## config.mk

```make
export PLATFORM = sky130hd
export DESIGN_NAME = bus_target_ctrl
export DESIGN_NICKNAME = d
export VERILOG_FILES = /design/src/rtl/bt_pkg.sv /design/src/rtl/bt_decode.sv /design/src/rtl/bt_store.sv /design/src/rtl/bt_parity.sv /design/src/rtl/bus_target_ctrl.sv
export SDC_FILE = /design/constraint.sdc
export NUM_CORES = 1
export LEC_CHECK = 0
export ABC_AREA = 1
export ABC_CLOCK_PERIOD_IN_PS = 2000
export BUFFER_PORTS_ARGS = -buffer_cell sky130_fd_sc_hd__buf_4
export CORE_AREA = 10 10 253 255
export DETAILED_ROUTE_END_ITERATION = 6
export DIE_AREA = 0 0 263 265
export PLACE_DENSITY_LB_ADDON = 0.3
export SLEW_MARGIN = 15
export SYNTH_ARGS = -nofsm -noshare
export SYNTH_HDL_FRONTEND = slang
export SYNTH_SLANG_ARGS = --single-unit
```

## constraint.sdc

```tcl
create_clock -name clk -period 2 [get_ports clk]
set_input_delay 0.1 -clock clk [delete_from_list [all_inputs] [get_ports clk]]
set_output_delay 0.1 -clock clk [all_outputs]
set_load 0.05 [all_outputs]
```

## src/rtl/bt_pkg.sv

```systemverilog
package bt_pkg;
  localparam int BUS_W = 32;
  localparam int BE_W  = BUS_W / 8;

  localparam logic [3:0] CMD_MEM_RD = 4'b0110;
  localparam logic [3:0] CMD_MEM_WR = 4'b0111;

  typedef enum logic [2:0] {
    S_IDLE,
    S_TURN,
    S_DATA,
    S_DISC,
    S_REL
  } bt_state_e;
endpackage

```

## src/rtl/bt_decode.sv

```systemverilog
module bt_decode
  import bt_pkg::*;
#(
  parameter logic [31:0] BASE_ADDR = 32'h4000_0000,
  parameter int          WORD_AW   = 4
) (
  input  logic [BUS_W-1:0]   ad_in,
  input  logic [3:0]         cmd,
  output logic               hit,
  output logic               is_read,
  output logic [WORD_AW-1:0] word
);
  localparam int TAG_LO = WORD_AW + 2;

  logic tag_ok;
  logic cmd_ok;

  always_comb begin
    tag_ok  = (ad_in[BUS_W-1:TAG_LO] == BASE_ADDR[BUS_W-1:TAG_LO]) && (ad_in[1:0] == 2'b00);
    cmd_ok  = (cmd == CMD_MEM_RD) || (cmd == CMD_MEM_WR);
    hit     = tag_ok && cmd_ok;
    is_read = (cmd == CMD_MEM_RD);
    word    = ad_in[TAG_LO-1:2];
  end
endmodule

```

## src/rtl/bt_store.sv

```systemverilog
module bt_store #(
  parameter int AW = 4,
  parameter int DW = 32
) (
  input  logic            clk,
  input  logic            we,
  input  logic [DW/8-1:0] be,
  input  logic [AW-1:0]   wr_addr,
  input  logic [DW-1:0]   wr_data,
  input  logic [AW-1:0]   rd_addr,
  output logic [DW-1:0]   rd_data
);
  localparam int WORDS = 1 << AW;
  localparam int NB    = DW / 8;

  logic [DW-1:0] mem [WORDS];

  always_ff @(posedge clk) begin
    for (int b = 0; b < NB; b++) begin
      if (we && be[b]) mem[wr_addr][b*8 +: 8] <= wr_data[b*8 +: 8];
    end
    rd_data <= mem[rd_addr];
  end
endmodule

```

## src/rtl/bt_parity.sv

```systemverilog
module bt_parity
  import bt_pkg::*;
(
  input  logic             clk,
  input  logic             rst,
  input  logic             drive,
  input  logic [BUS_W-1:0] ad,
  input  logic [BE_W-1:0]  cbe_n,
  output logic             par,
  output logic             par_oe
);
  always_ff @(posedge clk) begin
    if (rst) begin
      par    <= 1'b0;
      par_oe <= 1'b0;
    end else begin
      par_oe <= drive;
      if (drive) par <= ^{ad, cbe_n};
    end
  end
endmodule

```

## src/rtl/bus_target_ctrl.sv

```systemverilog
module bus_target_ctrl
  import bt_pkg::*;
#(
  parameter logic [31:0] BASE_ADDR = 32'h4000_0000,
  parameter int          WORD_AW   = 4
) (
  input  logic             clk,
  input  logic             rst,
  input  logic             frame_n,
  input  logic             irdy_n,
  input  logic [BUS_W-1:0] ad_in,
  input  logic [BE_W-1:0]  cbe_n,
  output logic [BUS_W-1:0] ad_out,
  output logic             ad_oe,
  output logic             trdy_n,
  output logic             trdy_oe,
  output logic             stop_n,
  output logic             stop_oe,
  output logic             devsel_n,
  output logic             devsel_oe,
  output logic             par,
  output logic             par_oe
);
  localparam logic [WORD_AW-1:0] LAST = {WORD_AW{1'b1}};
  localparam logic [WORD_AW-1:0] ONE  = {{(WORD_AW-1){1'b0}}, 1'b1};

  bt_state_e          state;
  logic [WORD_AW-1:0] idx;
  logic [WORD_AW-1:0] idx_nx;
  logic               is_rd;
  logic               frame_q;
  logic               ctl_oe_q;
  logic               ad_oe_q;
  logic               trdy_n_q;
  logic               stop_n_q;
  logic               devsel_n_q;

  logic               dec_hit;
  logic               dec_rd;
  logic [WORD_AW-1:0] dec_word;
  logic               addr_phase;
  logic               complete;
  logic [WORD_AW-1:0] rd_addr;
  logic [BUS_W-1:0]   rd_data;
  logic               par_q;
  logic               par_oe_q;

  bt_decode #(.BASE_ADDR(BASE_ADDR), .WORD_AW(WORD_AW)) u_dec (
    .ad_in   (ad_in),
    .cmd     (cbe_n),
    .hit     (dec_hit),
    .is_read (dec_rd),
    .word    (dec_word)
  );

  always_comb begin
    addr_phase = (state == S_IDLE) && !frame_n && frame_q;
    complete   = (state == S_DATA) && !irdy_n && !trdy_n_q;
    idx_nx     = idx + ONE;
    rd_addr    = complete ? idx_nx : idx;
  end

  bt_store #(.AW(WORD_AW), .DW(BUS_W)) u_mem (
    .clk     (clk),
    .we      (complete && !is_rd),
    .be      (~cbe_n),
    .wr_addr (idx),
    .wr_data (ad_in),
    .rd_addr (rd_addr),
    .rd_data (rd_data)
  );

  bt_parity u_par (
    .clk    (clk),
    .rst    (rst),
    .drive  (ad_oe_q),
    .ad     (rd_data),
    .cbe_n  (cbe_n),
    .par    (par_q),
    .par_oe (par_oe_q)
  );

  always_ff @(posedge clk) begin
    if (rst) frame_q <= 1'b1;
    else     frame_q <= frame_n;
  end

  always_ff @(posedge clk) begin
    if (rst) begin
      state      <= S_IDLE;
      idx        <= '0;
      is_rd      <= 1'b0;
      ctl_oe_q   <= 1'b0;
      ad_oe_q    <= 1'b0;
      trdy_n_q   <= 1'b1;
      stop_n_q   <= 1'b1;
      devsel_n_q <= 1'b1;
    end else begin
      case (state)
        S_IDLE: begin
          if (addr_phase && dec_hit) begin
            idx        <= dec_word;
            is_rd      <= dec_rd;
            ctl_oe_q   <= 1'b1;
            devsel_n_q <= 1'b0;
            if (dec_rd) begin
              state    <= S_TURN;
              trdy_n_q <= 1'b1;
              stop_n_q <= 1'b1;
            end else begin
              state    <= S_DATA;
              trdy_n_q <= 1'b0;
              stop_n_q <= !(dec_word == LAST);
            end
          end
        end
        S_TURN: begin
          state    <= S_DATA;
          trdy_n_q <= 1'b0;
          ad_oe_q  <= 1'b1;
          stop_n_q <= !(idx == LAST);
        end
        S_DATA: begin
          if (complete) begin
            if (frame_n) begin
              state      <= S_REL;
              trdy_n_q   <= 1'b1;
              stop_n_q   <= 1'b1;
              devsel_n_q <= 1'b1;
              ad_oe_q    <= 1'b0;
            end else if (!stop_n_q) begin
              state    <= S_DISC;
              trdy_n_q <= 1'b1;
              ad_oe_q  <= 1'b0;
            end else begin
              idx      <= idx_nx;
              stop_n_q <= !(idx_nx == LAST);
            end
          end
        end
        S_DISC: begin
          if (frame_n) begin
            state      <= S_REL;
            stop_n_q   <= 1'b1;
            devsel_n_q <= 1'b1;
          end
        end
        S_REL: begin
          state    <= S_IDLE;
          ctl_oe_q <= 1'b0;
        end
        default: state <= S_IDLE;
      endcase
    end
  end

  assign ad_out    = rd_data;
  assign ad_oe     = ad_oe_q  & ~rst;
  assign trdy_n    = trdy_n_q;
  assign trdy_oe   = ctl_oe_q & ~rst;
  assign stop_n    = stop_n_q;
  assign stop_oe   = ctl_oe_q & ~rst;
  assign devsel_n  = devsel_n_q;
  assign devsel_oe = ctl_oe_q & ~rst;
  assign par       = par_q;
  assign par_oe    = par_oe_q & ~rst;


  trdy_with_devsel_chk: assert property (@(posedge clk) disable iff (rst)
    (ctl_oe_q && !trdy_n_q) |-> !devsel_n_q);


  read_turnaround_chk: assert property (@(posedge clk) disable iff (rst)
    (addr_phase && dec_hit && dec_rd) |=> (ctl_oe_q && !ad_oe_q && trdy_n_q && !devsel_n_q));


  wait_hold_chk: assert property (@(posedge clk) disable iff (rst)
    (ad_oe_q && !trdy_n_q && irdy_n) |=> $stable(rd_data));


  last_release_chk: assert property (@(posedge clk) disable iff (rst)
    (state == S_DATA && !irdy_n && !trdy_n_q && frame_n)
      |=> (ctl_oe_q && trdy_n_q && stop_n_q && devsel_n_q && !ad_oe_q));


  stop_at_end_chk: assert property (@(posedge clk) disable iff (rst)
    (ctl_oe_q && !stop_n_q) |-> (idx == LAST));


  parity_follow_chk: assert property (@(posedge clk) disable iff (rst)
    ad_oe_q |=> par_oe_q);
endmodule

```

After elaboration in Yosys (flattened, before gate mapping)
Memories as Yosys holds them, arrays and structs flattened. A register that Yosys moved wholly into a read port is not among the register bits.
Cells that the tools add are included.
{"block": "word_totals", "inputBits": 40, "mem_count": 1, "register_bits": 16, "mem_bits_rw": 512}
{"block": "op_classes", "reduce_logical": 37, "eq_ne": 16, "add_sub_neg": 1, "muxes": 44, "bitwise_logic": 5}
{"memory": "u_mem.mem", "words": 16, "width": 32, "read_ports": 1, "rd_clocked_by_memory_dff": 1, "write_ports": 1, "line_no": "bt_store.sv:16", "text": "logic [DW-1:0] mem [WORDS];"}
{"cell": "36-bit XOR reduction", "count": 1}
{"cell": "26-bit by 25-bit equality test with 1-bit output, second input constant", "count": 1}
{"cell": "1-bit 2-to-1 mux", "count": 26}
{"cell": "4-bit 2-to-1 mux", "count": 5}
{"cell": "3-bit 2-to-1 mux", "count": 5}
{"cell": "4-bit equality test, second input constant", "count": 3}
{"cell": "1-bit logical AND", "count": 12}
{"cell": "3-bit one-hot mux with 4 select lines", "count": 1}
{"cell": "4-bit AND reduction", "count": 3}
{"cell": "4-bit by 3-bit equality test with 1-bit output, second input constant", "count": 2}
{"cell": "2-bit != test, second input constant", "count": 4}
{"cell": "4-bit one-hot mux with 2 select lines", "count": 1}
{"cell": "1-bit logical NOT", "count": 7}
{"cell": "3-bit by 2-bit equality test with 1-bit output, second input constant", "count": 2}
{"cell": "1-bit one-hot mux with 3 select lines", "count": 2}
{"cell": "3-bit AND reduction", "count": 2}
{"cell": "2-bit nonzero test", "count": 3}
{"cell": "3-bit nonzero test", "count": 2}
{"cell": "5-bit AND reduction", "count": 1}
{"cell": "4-bit by 1-bit adder with 4-bit output, second input constant", "count": 1}
{"cell": "4-bit NOT", "count": 1}
{"cell": "1-bit one-hot mux with 2 select lines", "count": 2}
{"cell": "1-bit one-hot mux with 4 select lines", "count": 1}
{"cell": "2-bit AND reduction", "count": 2}
{"cell": "11 further kinds", "count": 13}

Depth between registers and ports, before layout
Gate-level depths: netlist of the first run.
{"block": "logic_depth", "depth_word": 7, "mapped_depth": 14, "depth_no_buf": 14}

Hierarchy
A second synthesis of the first run with hierarchy kept.
{"block": "hier_totals", "hier_cells": 2549, "area_unflattened_um2": 24888.9}
{"mod": "bt_store", "area_each_um2": 23015.8, "cells_per_inst": 2195, "n_inst": 1, "seq_area_each_um2": 16015.4}
{"mod": "bus_target_ctrl", "area_each_um2": 932.1, "cells_per_inst": 148, "n_inst": 1, "seq_area_each_um2": 280.3}
{"mod": "bt_parity", "area_each_um2": 779.5, "cells_per_inst": 168, "n_inst": 1, "seq_area_each_um2": 40.0}
{"mod": "bt_decode", "area_each_um2": 161.4, "cells_per_inst": 38, "n_inst": 1, "seq_area_each_um2": 0.0}

Worst setup path after synthesis of the first run
Ideal clock, no wire load.
{"block": "synth_path", "path_kind": "reg2reg", "startpoint": "register trdy_n_q, in the netlist trdy_n", "endpoint": "memory u_mem.mem[15][24] (enable)", "slack_ps": -137, "arrival_ps": 1766, "stages_incl_launch_ff": 7, "setup_time_ps": 370, "t_required_ps": 1630, "period_less_slack_ps": 2137, "path_cell_list": "dfxtp_1 nor2_2 nand2_2 nor2_1 nand2_1 clkbuf_1 nor2_1"}
{"block": "synth_via", "elab_chain_len": 6}
{"item": "from (decl)", "line_no": "bus_target_ctrl.sv:34", "text": "logic trdy_n_q;"}
{"item": "from (signal assigned)", "line_no": "bus_target_ctrl.sv:95", "text": "trdy_n_q <= 1'b1;"}
{"item": "from (signal assigned)", "line_no": "bus_target_ctrl.sv:108", "text": "trdy_n_q <= 1'b1;"}
{"item": "from (signal assigned)", "line_no": "bus_target_ctrl.sv:112", "text": "trdy_n_q <= 1'b0;"}
{"item": "1-bit logical NOT", "line_no": "bus_target_ctrl.sv:58", "text": "complete = (state == S_DATA) && !irdy_n && !trdy_n_q;"}
{"item": "1-bit logical AND", "line_no": "bus_target_ctrl.sv:58"}
{"item": "1-bit logical AND", "line_no": "bus_target_ctrl.sv:65", "text": ".we (complete && !is_rd),"}
{"item": "1-bit logical AND", "line_no": "bt_store.sv:20", "text": "if (we && be[b]) mem[wr_addr][b*8 +: 8] <= wr_data[b*8 +: 8];"}
{"item": "1-bit 2-to-1 mux", "line_no": "bt_store.sv:20"}
{"item": "1-bit 2-to-1 mux (not written as such)", "line_no": "bt_store.sv:20"}
{"item": "to (decl)", "line_no": "bt_store.sv:16"}
Every way passes these cells.

Worst setup path after layout of the first run
{"block": "layout_path", "startpoint": "register state[0]", "endpoint": "register u_mem.rd_data[16] (read register of u_mem.mem)"}
{"block": "layout_via", "elab_chain_len": 4}
{"item": "from (decl)", "line_no": "bus_target_ctrl.sv:27", "text": "bt_state_e state;"}
{"item": "from (signal assigned)", "line_no": "bus_target_ctrl.sv:90", "text": "state <= S_IDLE;"}
{"item": "from (signal assigned)", "line_no": "bus_target_ctrl.sv:107", "text": "state <= S_TURN;"}
{"item": "from (signal assigned)", "line_no": "bus_target_ctrl.sv:111", "text": "state <= S_DATA;"}
{"item": "3-bit by 2-bit equality test with 1-bit output", "line_no": "bus_target_ctrl.sv:58"}
{"item": "1-bit logical AND (2 in series)", "line_no": "bus_target_ctrl.sv:58"}
{"item": "4-bit 2-to-1 mux", "line_no": "bus_target_ctrl.sv:60", "text": "rd_addr = complete ? idx_nx : idx;"}
{"item": "to (decl)", "line_no": "bt_store.sv:11", "text": "output logic [DW-1:0] rd_data"}
Every way passes these cells.
A chain may end at the register's enable or synchronous reset.

==> flow_metrics.py, run 1 <==
metrics = {
    "status": {
        "status": "finished with violations",
        "violations": "setup timing",
    },
    "global_route": {
        "met2_usage_pct": 28.5,
        "grt_pass1_wl_um": 93500,
        "grt_use_met1_pct": 22.7,
        "busiest_layer": "met2",
        "grt_use_total_pct": 17.2,
        "antenna_found_initial": 0,
        "gr-total-overflow": 0,
        "grt_use_met3_pct": 2.60,
        "grt_pass1_vias": 15600,
        "grt_start_max_net_pins": 55,
    },
    "pwr": {
        "seq_power_share_pct": 53.7,
        "power_uw": 23700,
        "clockPowerShare_pct": 44.7,
        "p_int_uw": 19200,
        "switching_share_pct": 19.3,
        "leakage_uw": 0.0106,
        "p_sw_uw": 4590,
        "cellPowerDensity_nw_per_um2": 815,
        "comb_power_share_pct": 1.6,
        "max-vdd-ir-drop_mv": 0.675,
    },
    "setup_path": {
        "worstPathRequired_ps": 2500,
        "criticalPathCategory": "reg2reg",
        "reg2reg_to": "u_mem.rd_data[16]$_DFF_P_",
        "cp-start-kind": "flip-flop",
        "reg2reg_slack_ps": -30,
        "startpoint": "state[0]$_SDFFE_PP0P_",
        "endpoint": "u_mem.rd_data[16]$_DFF_P_",
        "cp_max_fo": 9,
        "end_kind": "flip-flop",
        "worstReg2RegStart": "state[0]$_SDFFE_PP0P_",
        "cp.arrival_ps": 2530,
        "r2r_cells": 13,
    },
    "sta": {
        "finalSetupTns_ps": -275,
        "worst_slack_ps": -32.6,
        "fin_crit_sh_pct": 102,
        "clock.fmax_mhz": 492,
        "finalHoldViolations": 0,
        "worst_pin_slew_ps": 486,
        "setup_violations": 17,
        "relSlewSlack_pct": 67.5,
        "fin_worst_skew_ps": 10.3,
        "finalMaxSlewViolations": 0,
        "rsz0062_at_grt": "yes",
        "finalCriticalPeriod_ps": 2030,
    },
    "finish": {
        "diodes": 0,
        "postLayoutCoreUtil_pct": 49.5,
        "seqCellArea_um2": 16300,
        "n_fill_cell": 5112,
        "drive_above_1_share_pct": 18.6,
        "fin_nets": 2283,
        "syn2layout_area_growth_pct": 24.5,
        "multi_input_area_um2": 5950,
    },
    "synth": {
        "synth_top_area_share_pct": 65.7,
        "synth_top_family_by_area": "simple AND/OR/NAND/NOR gates",
        "syn-num-nets": 2023,
        "yosys-top-cells-count": "edfxtp_1, nand2_1, nor2_1",
        "synth_fa_ha_area_share_pct": 0.428,
        "syn_area_per_cell_um2": 11.8,
        "synth-main-ff-cell": "edfxtp_1",
        "synth_most_common_cell": "edfxtp_1",
        "synth_xor_area_share_pct": 0.674,
        "synth-seq-area-share_pct": 69.8,
        "muxShareOfSynthArea_pct": 0,
        "synthSimpleGateAreaFrac_pct": 11.7,
        "synth_compound_area_share_pct": 11.7,
        "yosys_warnings": 0,
        "synth_area_leaders": "edfxtp_1, o211ai_1, nand2_1",
        "synthArstFlopShare_pct": 0,
        "syn_inst": 1975,
        "synth-edff-count": 512,
        "synth_seq_cells": 560,
        "syn_area_um2": 23400,
        "yosysTopAreaCell": "edfxtp_1",
        "synth_cell_types": 40,
    },
    "clocking": {
        "max-clock-path-buffers": 3,
        "cts_num_sinks": 560,
        "clk_pin_slew_ps": 60,
        "clk_latency_ps": 610,
        "cts_inserted_buffers": 56,
        "clock-root-buffer": "clkbuf_16",
        "cts_tree": "done",
        "htreeDepth": 2,
    },
    "drt": {
        "first_iter_violations": 1537,
        "vias": 16100,
        "vias_per_cell": 5.29,
        "dr.pass1.iters": 6,
        "drt_wl_total_um": 64500,
        "ant_nets": 0,
        "wl_per_cell_um": 21.1,
        "route.detailed.drc": 0,
    },
    "place": {
        "place.gp.congestion": 0.849,
        "io_buffers": 80,
        "hpwlAfterDp_um": 38400,
    },
    "floorplan": {
        "initial_core_util_pct": 39.8,
        "rows": 89,
        "die_x_um": 263,
        "dieArea_um2": 69700,
        "ioPinCount": 81,
        "core_area_um2": 58800,
        "die_h_um": 265,
    },
    "run": {
        "max_cap_violations": 0,
    },
    "hold_path": {
        "hold_start": "cbe_n[2]",
        "holdCritPathClass": "in2reg",
    },
}
cells in the final DEF (no fill, tap or decap), types with 8 or more instances in the layout:
master	instances
buf_6	13
o21ai_0	138
buf_4	211
clkinv_2	9
xnor2_1	11
o21ai_2	8
buf_16	9
edfxtp_1	512
o211ai_1	213
o21ai_1	42
buf_12	29
clkinv_1	14
nor2_1	213
nand2_1	303
inv_1	186
o211ai_2	10
clkbuf_16	69
clkbuf_1	11
nand3_1	102
nand3_2	9
dlygate4sd3_1	34
dfxtp_1	42
registers in the layout, indices dropped and copies added (netlist names):
name and flops:
ad_oe_q 1, idx 4, state 3, u_mem.rd_data 32, devsel_n 1, ctl_oe_q 1, u_mem.mem 512, u_par.par_oe 1
frame_q 1, is_rd 1, stop_n 1, u_par.par 1, trdy_n 1
critical path, cell delays in order (launching register included):
cell and delay, ps:
dfxtp_2 340, nor2_4 130, nand2_4 90, nor2_8 170, nand2_2 90, o21ai_4 110
buf_12 190, clkinv_16 80, buf_4 170, clkbuf_16 170, o211ai_1 80, o211ai_1 120
nand3_1 110, nand2_1 50
kinds of logic (layout without fill, tap and decap cells):
kind of cell             count (synthesis)  in the layout
AND/OR/NAND/NOR                        660            662
flip-flops                             560            560
AO/OA/AOI/OAI                          423            423
buffers and inverters                  306            609
XOR/XNOR                                18             18
adder cells (fa/ha/maj)                  8              8
power by group through the flow:
stage / sequential (uW) / combinational (uW) / clock, uW
6_report: 12800 / 388 / 10600
5_1_grt: 12700 / 428 / 11200
4_1_cts: 12800 / 397 / 10700
3_5_place_dp: 13000 / 339 / 0
3_3_place_gp: 13000 / 330 / 0
2_1_floorplan: 13000 / 49.8 / 0
area by class of cell:
class	instances	share of cell area [%]
timing repair buffer	311	11.1
clock inverter	30	1.07
sequential	560	56.1
tap	773	3.32
clock buffer	73	5.28
multi-input combinational	1111	20.4
inverter	194	2.59
timing repair inverter	1	0.0387
routing by layer:
layer / share of wire (%) / up-vias / wire length, um
met5: 0 / - / 0
met3: 6.1 / 107 / 3950
met2: 48 / 558 / 31100
li1: - / 7551 / -
met4: 2.5 / 0 / 1590
met1: 43 / 7924 / 27900
stage by stage:
stage | cells | cell area, um2 | setup slack, ps | hold slack [ps]
2_1_floorplan | 1975 | 23400 | -137 | 199
3_3_place_gp | 2867 | 25900 | -38.4 | 367
3_5_place_dp | 2867 | 25900 | -93.7 | 363
4_1_cts | 3017 | 28300 | -14.8 | 118
5_1_grt | 3053 | 29100 | -153 | 218
6_report | 3053 | 29100 | -32.6 | 157
worst min path at each step:
stage | to | slack, ps | cells past startpoint
after detailed placement | ad_oe_q$_SDFFE_PP0P_ | 360 | 2
after CTS | state[0]$_SDFFE_PP0P_ | 120 | 6
after global placement | u_par.par_oe$_SDFF_PP0_ | 370 | 2
after floorplan | u_mem.mem[0][0]$_DFFE_PP_ | 200 | 0
after global routing | state[1]$_SDFFE_PP0P_ | 220 | 5
final | state[0]$_SDFFE_PP0P_ | 160 | 6
what timing repair did:
action / 4_1_cts / 5_1_grt
hold buffers: 34 / 0
endpoints found under the hold margin: 522 / 0
pin swaps: 12 / 63
gates resized for setup: 18 / 72
setup buffers: 9 / 18
gates cloned: 4 / 19
setup endpoints to repair: 21 / 52
(Power assumes the default switching activity.)
==> run 2, diff against run 1 <==
--- a/config.mk
+++ b/config.mk
@@ -6,11 +6,11 @@
 export NUM_CORES = 1
 export LEC_CHECK = 0
 export ABC_AREA = 1
-export ABC_CLOCK_PERIOD_IN_PS = 2000
+export ABC_CLOCK_PERIOD_IN_PS = 2200
 export BUFFER_PORTS_ARGS = -buffer_cell sky130_fd_sc_hd__buf_4
-export CORE_AREA = 10 10 253 255
+export CORE_AREA = 10 10 291 293
 export DETAILED_ROUTE_END_ITERATION = 6
-export DIE_AREA = 0 0 263 265
+export DIE_AREA = 0 0 301 303
 export PLACE_DENSITY_LB_ADDON = 0.3
 export SLEW_MARGIN = 15
 export SYNTH_ARGS = -nofsm -noshare
==> constraint.sdc (replaced) <==
create_clock -name clk -period 2.2 [get_ports clk]
set_input_delay 0.11 -clock clk [delete_from_list [all_inputs] [get_ports clk]]
set_output_delay 0.11 -clock clk [all_outputs]
set_load 0.05 [all_outputs]
==> run 2 against run 1 <==
Effect of this change:
- the flow now finishes without violations
- die area up 31%
- register-to-register slack better by 130 ps
- via count down 4.1%
- total power down 9.0%
- wire length down 2.5%
- critical path type unchanged
- sequential share of layout area up 1.3 points
- critical path depth down 1
- flip-flop and latch count unchanged
- final cell count up 7.1%
- combinational power down 9.3%
- critical endpoint is now u_mem.rd_data[7]$_DFF_P_
- utilization down 13 points
==> flow_metrics.py, run 2 (synthesis gave the netlist of run 1 again) <==
metrics = {
    "status": {
        "status": "complete, no violations",
    },
    "sta": {
        "relSlewSlack_pct": 64.3,
        "setup_violations": 0,
        "finalMaxSlewViolations": 0,
        "finalHoldViolations": 0,
        "finalCriticalPeriod_ps": 2100,
        "fin_worst_skew_ps": 21.7,
        "clock.fmax_mhz": 476,
        "fin_crit_sh_pct": 95.4,
        "worst_pin_slew_ps": 532,
        "finalSetupTns_ps": 0,
    },
    "setup_path": {
        "r2r_cells": 12,
        "cp.arrival_ps": 2640,
        "reg2reg_slack_ps": 100,
        "crit_chain": "nor2_2, nand2_4, nor2_8, nand2_1, o21ai_4, buf_12, buf_12, clkbuf_16, o21ai_0, o211ai_1, nand3_1, nand2_1",
        "cp_top_family": "simple AND/OR/NAND/NOR gates",
        "worstPathRequired_ps": 2750,
        "crit_slowest_cell": "dfxtp_1",
        "criticalPathCategory": "reg2reg",
        "cp_max_fo": 23,
        "path_buf_inv": 3,
        "slowest_delay_ps": 320,
        "cp-start-kind": "flip-flop",
        "worstReg2RegStart": "state[0]$_SDFFE_PP0P_",
        "end_kind": "flip-flop",
        "reg2reg_to": "u_mem.rd_data[7]$_DFF_P_",
    },
    "clocking": {
        "max-clock-path-buffers": 3,
        "clock-root-buffer": "clkbuf_16",
        "clk_pin_slew_ps": 60,
        "htreeDepth": 2,
        "cts_tree": "done",
        "clk_latency_ps": 610,
        "cts_inserted_buffers": 57,
        "cts_num_sinks": 560,
    },
    "drt": {
        "vias_per_cell": 4.73,
        "route.detailed.drc": 0,
        "drt_wl_total_um": 62900,
        "ant_nets": 0,
        "vias": 15500,
        "wl_per_cell_um": 19.2,
        "first_iter_violations": 1139,
        "dr.pass1.iters": 5,
    },
    "hold_path": {
        "holdPathEnd": "ad_oe_q$_SDFFE_PP0P_",
        "hold_start": "irdy_n",
        "min_delay_path_depth": 7,
        "holdCritPathClass": "in2reg",
    },
    "floorplan": {
        "die_h_um": 303,
        "core_area_um2": 78600,
        "rows": 103,
        "dieArea_um2": 91200,
        "die_x_um": 301,
        "ioPinCount": 81,
        "initial_core_util_pct": 29.8,
    },
    "pwr": {
        "leakage_uw": 0.0101,
        "max-vdd-ir-drop_mv": 0.607,
        "cellPowerDensity_nw_per_um2": 760,
    },
    "place": {
        "hpwlAfterDp_um": 39800,
        "io_buffers": 80,
        "dp_cells": 3116,
        "place.gp.congestion": 0.792,
    },
    "global_route": {
        "grt_pass1_vias": 15200,
        "gr-total-overflow": 0,
        "grt_pass1_wl_um": 94100,
        "grt_start_max_net_pins": 73,
        "grt_use_total_pct": 13.4,
        "antenna_found_initial": 1,
    },
    "finish": {
        "final_common_cell": "edfxtp_1",
        "reg_top3": "u_mem.mem (512), u_mem.rd_data (32), idx (4)",
        "syn2layout_area_growth_pct": 21.6,
        "regMostFlops": "u_mem.mem",
        "largest_reg_flops": 512,
        "fin_nets": 2218,
        "layout_common_cells": "edfxtp_1, nand2_1, nor2_1",
        "layoutNonFillerInstCount": 3269,
        "drive_above_1_share_pct": 15.1,
        "diodes": 0,
    },
    "run": {
        "max_cap_violations": 0,
    },
}
-- run 2: cell count changes in the layout (fill, tap and decap cells not counted), sizes merged --
| cell | previous run | this run |
|---|---|---|
| inv | 193 | 195 |
| clkinv | 24 | 16 |
| clkbuf | 85 | 90 |
| bufbuf | 0 | 1 |
| bufinv | 7 | 4 |
| nand2 | 317 | 315 |
| buf | 265 | 209 |
-- run 2: how the worst max path moves through the flow --
stage	from	end	slack (ps)	cells past startpoint
2_1_floorplan	trdy_n$_SDFFE_PP1P_	u_mem.mem[15][24]$_DFFE_PP_	60	6
3_3_place_gp	trdy_n$_SDFFE_PP1P_	u_mem.rd_data[26]$_DFF_P_	40	11
3_5_place_dp	trdy_n$_SDFFE_PP1P_	u_mem.rd_data[26]$_DFF_P_	-8	11
4_1_cts	idx[1]$_SDFFE_PP0P_	u_mem.rd_data[25]$_DFF_P_	30	12
5_1_grt	idx[0]$_SDFFE_PP0P_	u_mem.rd_data[5]$_DFF_P_	-3	11
6_report	state[0]$_SDFFE_PP0P_	u_mem.rd_data[7]$_DFF_P_	100	12
-- run 2: cell type report --
cell class              count  area [um2]
clock buffers              86        1670
clock inverters            22         223
fillers                  7658       50200
inverters                 194         731
multi-input cells        1109        5790
flip-flops and latches    560       16300
well taps                1050        1310
repair buffers            248        2390
-- run 2: tightest hold or removal path, stage by stage --
cell and delay (ps):
buf_4 100, nor2_4 40, inv_2 80, nor2_8 60
nand2_1 70, nand2_1 50, a21oi_1 100
-- run 2: per-layer routing --
metal / wire [um] / track usage [%] / vias up / share of wire [%]
li1: - / - / 7415 / -
met1: 28100 / 17.6 / 7605 / 45
met2: 30300 / 22.7 / 372 / 48
met3: 3020 / 2.09 / 83 / 4.8
met4: 1400 / 3.77 / 2 / 2.2
met5: 20 / 0 / - / 0.032
-- run 2: power breakdown --
| part | internal, uW | switching [uW] | total (uW) |
|---|---|---|---|
| registers | 11600 | 0.205 | 11600 |
| clock network | 5700 | 3980 | 9670 |
| logic | 117 | 235 | 352 |
-- run 2: per-stage QoR --
| step | hold slack [ps] | power [uW] | util, % | instance area (um2) | worst slack [ps] |
|---|---|---|---|---|---|
| floorplan | 209 | 11900 | - | 23400 | 63.5 |
| global placement | 372 | 12100 | 33.0 | 26000 | 43.5 |
| detailed placement | 362 | 12100 | 33.0 | 26000 | -7.93 |
| CTS | 20.0 | 21900 | 35.9 | 28200 | 28.3 |
| global route | 107 | 22300 | 36.2 | 28400 | -3.21 |
| finish | 51.9 | 21600 | 36.2 | 28400 | 101 |
-- run 2: what timing repair did --
item,in CTS,in global routing
buffers inserted,0,6
gates cloned,1,4
gates resized for setup,2,13
hold buffers,34,0
setup endpoints to repair,5,32
pin swaps,0,6
hold endpoints to repair,521,0
